$ cat src/rtl/prt_pkg.sv
package prt_pkg;
  typedef struct packed {
    logic wr_hit;
    logic sop;
    logic eop;
    logic rd_eop_hit;
    logic clr;
  } slot_ev_t;
endpackage

$ cat src/rtl/prt_slot.sv
module prt_slot
  import prt_pkg::*;
#(
  parameter int CNT_W = 4
) (
  input  logic     clk_i,
  input  logic     rst_ni,
  input  slot_ev_t ev_i,
  output logic     rdy_o
);
  localparam logic [CNT_W-1:0] CntMax = '1;

  logic [CNT_W-1:0] cnt_q, cnt_d;
  logic             open_q, open_d;
  logic             close;

  // an end marker closes a packet only if a start is open or on the same word
  assign close = ev_i.wr_hit && ev_i.eop && (open_q || ev_i.sop);

  always_comb begin
    open_d = open_q;
    if (ev_i.wr_hit) begin
      if (ev_i.eop)      open_d = 1'b0;
      else if (ev_i.sop) open_d = 1'b1;
    end
    if (ev_i.clr) open_d = 1'b0;
  end

  always_comb begin
    cnt_d = cnt_q;
    if (ev_i.clr) begin
      cnt_d = '0;
    end else if (close && ev_i.rd_eop_hit) begin
      cnt_d = cnt_q;
    end else if (close) begin
      if (cnt_q != CntMax) cnt_d = cnt_q + 1'b1;
    end else if (ev_i.rd_eop_hit && cnt_q != '0) begin
      cnt_d = cnt_q - 1'b1;
    end
  end

  always_ff @(posedge clk_i or negedge rst_ni) begin
    if (!rst_ni) begin
      cnt_q  <= '0;
      open_q <= 1'b0;
    end else begin
      cnt_q  <= cnt_d;
      open_q <= open_d;
    end
  end

  assign rdy_o = (cnt_q != '0);
endmodule

$ cat src/rtl/prt_grp_mux.sv
module prt_grp_mux #(
  parameter int NUM_Q   = 32,
  parameter int GRP_W   = 8,
  parameter int GRP_CNT = 4,
  parameter int SEL_W   = 2
) (
  input  logic [NUM_Q-1:0] vec_i,
  input  logic [SEL_W-1:0] sel_i,
  output logic [GRP_W-1:0] grp_o
);
  localparam int PadW = GRP_CNT * GRP_W;

  logic [PadW-1:0] pad_vec;

  generate
    if (PadW > NUM_Q) begin : g_pad
      assign pad_vec = {{(PadW-NUM_Q){1'b0}}, vec_i};
    end else begin : g_nopad
      assign pad_vec = vec_i;
    end
  endgenerate

  always_comb begin
    grp_o = '0;
    for (int g = 0; g < GRP_CNT; g++) begin
      if (int'(sel_i) == g) grp_o = pad_vec[g*GRP_W +: GRP_W];
    end
  end
endmodule

$ cat src/rtl/pkt_ready_tracker.sv
module pkt_ready_tracker
  import prt_pkg::*;
#(
  parameter int NUM_Q   = 32,
  parameter int CNT_W   = 4,
  parameter int GRP_W   = 8,
  localparam int QID_W   = (NUM_Q > 1) ? $clog2(NUM_Q) : 1,
  localparam int GRP_CNT = (NUM_Q + GRP_W - 1) / GRP_W,
  localparam int SEL_W   = (GRP_CNT > 1) ? $clog2(GRP_CNT) : 1
) (
  input  logic             clk_i,
  input  logic             rst_ni,
  input  logic             wr_en_i,
  input  logic [QID_W-1:0] wr_qid_i,
  input  logic             wr_sop_i,
  input  logic             wr_eop_i,
  input  logic             rd_en_i,
  input  logic [QID_W-1:0] rd_qid_i,
  input  logic             rd_eop_i,
  input  logic             prst_en_i,
  input  logic [QID_W-1:0] prst_qid_i,
  input  logic [SEL_W-1:0] stat_sel_i,
  output logic             pkt_rdy_o,
  output logic [NUM_Q-1:0] pkt_rdy_vec_o,
  output logic [GRP_W-1:0] stat_o
);
  slot_ev_t ev [NUM_Q];

  generate
    for (genvar q = 0; q < NUM_Q; q++) begin : g_slot
      assign ev[q].wr_hit     = wr_en_i && (wr_qid_i == QID_W'(q));
      assign ev[q].sop        = wr_sop_i;
      assign ev[q].eop        = wr_eop_i;
      assign ev[q].rd_eop_hit = rd_en_i && rd_eop_i && (rd_qid_i == QID_W'(q));
      assign ev[q].clr        = prst_en_i && (prst_qid_i == QID_W'(q));

      prt_slot #(.CNT_W(CNT_W)) i_slot (
        .clk_i (clk_i),
        .rst_ni(rst_ni),
        .ev_i  (ev[q]),
        .rdy_o (pkt_rdy_vec_o[q])
      );
    end
  endgenerate

  always_comb begin
    pkt_rdy_o = 1'b0;
    for (int q = 0; q < NUM_Q; q++) begin
      if (rd_qid_i == QID_W'(q)) pkt_rdy_o = pkt_rdy_vec_o[q];
    end
  end

  prt_grp_mux #(
    .NUM_Q  (NUM_Q),
    .GRP_W  (GRP_W),
    .GRP_CNT(GRP_CNT),
    .SEL_W  (SEL_W)
  ) i_grp_mux (
    .vec_i(pkt_rdy_vec_o),
    .sel_i(stat_sel_i),
    .grp_o(stat_o)
  );
endmodule

$ cat config.mk
export PLATFORM = sky130hd
export DESIGN_NAME = pkt_ready_tracker
export DESIGN_NICKNAME = d
export VERILOG_FILES = /design/src/rtl/prt_pkg.sv /design/src/rtl/prt_slot.sv /design/src/rtl/prt_grp_mux.sv /design/src/rtl/pkt_ready_tracker.sv
export SDC_FILE = /design/constraint.sdc
export NUM_CORES = 1
export LEC_CHECK = 0
export ABC_AREA = 1
export CORE_MARGIN = 2
export CORE_UTILIZATION = 35
export CTS_CLUSTER_DIAMETER = 50
export CTS_CLUSTER_SIZE = 12
export DETAILED_ROUTE_END_ITERATION = 7
export DONT_BUFFER_PORTS = 1
export PLACE_DENSITY = 0.63
export SLEW_MARGIN = 10
export SYNTH_ARGS = -nofsm -noshare
export SYNTH_HDL_FRONTEND = slang
export SYNTH_SLANG_ARGS = --single-unit
$ cat constraint.sdc
create_clock -name clk_i -period 2 [get_ports clk_i]
set_input_delay 0.1 -clock clk_i [delete_from_list [all_inputs] [get_ports clk_i]]
set_output_delay 0.1 -clock clk_i [all_outputs]
set_load 0.01 [all_outputs]
==> results.cfg <==
[yosys]
syn_nets = 1679
synthesis.area_sq_um = 12330
syn_inst = 1558
synth_top_area_share_pct = 32.47
yosysSeqAreaShare_pct = 32.47
synth.most_common_cell = inv_1
ys_top_cells_by_count = inv_1, nand2_1, dfrtp_1
yosys_warnings = 0
synth_cell_type_count = 43
ys.flop_type = dfrtp_1
yosysTopAreaCell = dfrtp_1
synth.avg_cell_area_sq_um = 7.914
synth_area_leaders = dfrtp_1, inv_1, xor2_1
synthArstFlopShare_pct = 100.0
synth_seq_cells = 160
synth_edf_count = 0

[pwr]
p_per_area_nw_per_um2 = 1245
power_mw = 19.57
p_leak_nw = 7.308
peakVddDrop_v = 0.0006225

[die]
dieWidth_um = 191.7
core_area_sq_um = 34630
io_pins = 66
start_util_pct = 35.61
die_height_um = 191.7
fp-row-count = 68
die-area_sq_um = 36750

[worst_setup_path]
path_class = flop to primary output
cp_data_required_time_ns = 1.90
endpoint_kind = primary output
crit_family = simple AND/OR/NAND/NOR gates
crit_top_cell = nand2_1
crit_arrival_ns = 2.52
crit_chain = nor2_1 > nand2_2 > nand3_2 > nand3_2 > nor2_2 > nand4_1 > nand2_1 > nand3_1 > nand2_1 > nand4_1 > nand2_1 > nand4_1 > nand2_1 > nand4_1 > nand2_1 > nand3_1 > nand2_1 > nand3_2 > nand2_1 > nand4_1
crit_slowest_cell = dfrtp_1
critical_path.max_fanout = 2
cp-start-kind = flop
crit_buf_inv = 0
max_stage_delay_ns = 0.38

[sta]
slew_headroom_pct = 49.29
finClkSkew_ns = 0.01004
rsz0062_at_grt = true
hold_violations = 160
finalSetupTns_ns = -0.6890
whs_ns = -0.6366
setup_viol = 2
slew_viol_final = 0
worst_pin_slew_ns = 0.7578
timing.final.crit_period_ns = 2.619
fmax_ghz = 0.3818
fin_crit_sh_pct = 131.0
setup_ws_ns = -0.6194

[route]
vias = 11860
drt_iter0_drc = 1044
route.detailed.drc = 0
wl_per_cell_um = 16.63
vias_per_cell = 5.209
drtPass1Iterations = 6
ant_nets = 0
finalWirelength_mm = 37.87

[cts]
cts_tree = done
htreeDepth = 4
clk_pin_slew_ns = 0.07
ctsHoldBuffers = 5
clockBufferDepth = 2
cts_made_buffers = 17
root_buffer = clkbuf_16
clk_latency_ns = 0.43
clock_sinks = 160

[run_status]
status = finished with violations
violations = hold timing, setup timing

[finish]
nets = 1932
drive_above_1_share_pct = 24.53
num_antenna_cells = 0
fillers = 3281
syn_to_final_growth_pct = 27.52
fin_util_pct = 45.41

[place]
port_buffers = 0
dp.final_hpwl_mm = 28.63
place_congestion = 0.9537

[min_path]
min_path_type = input port to async pin

[global_routing]
grt_pass1_vias = 11880
antenna_found_initial = 0
grt_usage_pct = 21.08
grt_pass1_wl_mm = 61.32
grt_overflow = 0
grt_max_degree = 161

[flow_run]
maxCapViolCount = 0
-- state kept, by name, indices dropped and copies added (netlist names) --
register,flops
g_slot.i_slot.open_q,32
g_slot.i_slot.cnt_q,128
-- worst reg2reg max path: stages, from the launching register on --
cell and delay (ns):
dfrtp_1 0.38, o21ai_1 0.32, ha_1 0.34, a21oi_1 0.18
nand2_1 0.08, xor2_1 0.17, xor2_1 0.19, o22ai_1 0.10
-- per-layer routing --
layer | up-vias | GRT usage (%) | wire [um]
li1 | 5719 | - | -
met1 | 5726 | 26.38 | 16120
met2 | 358 | 35.20 | 17650
met3 | 56 | 6.212 | 3095
met4 | 2 | 5.592 | 924
met5 | - | 1.648 | 79
-- layout by cell type, fill, tap and decap left out, types with 3 or more instances in the layout --
master / synthesis / routed
ha_4: 0 / 5
nor3_1: 39 / 38
clkbuf_16: 0 / 17
o21ai_0: 66 / 53
nand3_2: 4 / 8
ha_1: 64 / 59
dfrtp_1: 160 / 160
nor2_4: 1 / 4
o311ai_2: 21 / 21
xnor2_1: 3 / 3
bufinv_16: 0 / 5
nand2_2: 6 / 11
o21ai_1: 11 / 16
a21oi_2: 0 / 4
nor2_1: 127 / 112
nand2_1: 178 / 173
inv_1: 288 / 282
buf_4: 34 / 276
nor4_2: 1 / 6
nor4_1: 25 / 17
nor3_2: 9 / 9
o22ai_1: 86 / 86
buf_12: 0 / 4
xor2_1: 93 / 92
nor4_4: 0 / 3
nor3_4: 3 / 4
a21oi_1: 70 / 66
nor2_2: 2 / 14
fa_1: 32 / 32
o21ai_2: 11 / 18
nand4_1: 48 / 48
a211oi_1: 10 / 10
dlygate4sd3_1: 0 / 3
inv_2: 16 / 22
nand3_1: 117 / 113
-- area by class of cell --
class | instances | area, sq um | share of cell area (%)
Clock inverter | 10 | 185.2 | 1.178
Tap cell | 455 | 569.3 | 3.621
Multi-Input combinational cell | 1040 | 7148 | 45.46
Sequential cell | 160 | 4004 | 25.46
Inverter | 306 | 1151 | 7.321
Timing Repair Buffer | 286 | 2210 | 14.05
Clock buffer | 20 | 456.7 | 2.904
-- path summary, 6_finish.rpt --
path / from / end / slack, ns / depth (start not counted)
max: g_slot[2].i_slot.cnt_q[1]$_DFFE_PN0P_ / pkt_rdy_o / -0.62 / 20
min: rst_ni / g_slot[5].i_slot.cnt_q[2]$_DFFE_PN0P_ / -0.64 / 0
max reg2reg: g_slot[24].i_slot.open_q$_DFFE_PN0P_ / g_slot[24].i_slot.cnt_q[3]$_DFFE_PN0P_ / 0.12 / 7
min reg2reg: g_slot[17].i_slot.open_q$_DFFE_PN0P_ / g_slot[17].i_slot.open_q$_DFFE_PN0P_ / 0.49 / 1
max in group asynchronous: rst_ni / g_slot[27].i_slot.open_q$_DFFE_PN0P_ / 2.37 / 0
min in group clk_i: wr_sop_i / g_slot[14].i_slot.open_q$_DFFE_PN0P_ / 0.04 / 2
-- stage by stage --
| step | hold slack [ns] | cell area, sq um | std cells | setup WS [ns] |
|---|---|---|---|---|
| after floorplan | -0.1956 | 12410 | 1558 | -0.02309 |
| after global placement | -0.1871 | 14740 | 2237 | -0.2777 |
| after detailed placement | -0.1866 | 14740 | 2237 | -0.3688 |
| after CTS | -0.6462 | 15580 | 2276 | -0.6130 |
| after global routing | -0.6578 | 15720 | 2277 | -0.8082 |
| final | -0.6366 | 15720 | 2277 | -0.6194 |
-- kinds of logic (layout without fill, tap and decap cells) --
kind of cell | count (synthesis) | after routing | share of synthesized area [%]
xor gates and xnor gates | 96 | 96 | 6.819
buffers and inverters | 358 | 622 | 12.15
adders and majority gates | 96 | 96 | 11.69
DFF | 160 | 160 | 32.47
AOI/OAI and AO/OA | 286 | 286 | 15.38
and+or+nand+nor | 562 | 562 | 21.49
-- power by group --
part | internal [mW] | switching [mW] | leakage (nW) | total (mW)
Clock | 2.27 | 1.42 | 0.312 | 3.69
Combinational | 5.01 | 5.15 | 5.04 | 10.2
Sequential | 4.55 | 1.17 | 1.96 | 5.72
-- repair_timing --
item,CTS,global route
pin swaps,7,5
setup endpoints to repair,7,76
hold endpoints to repair,192,160
resized for setup,26,46
setup buffers,4,2
(Power assumes the default switching activity.)
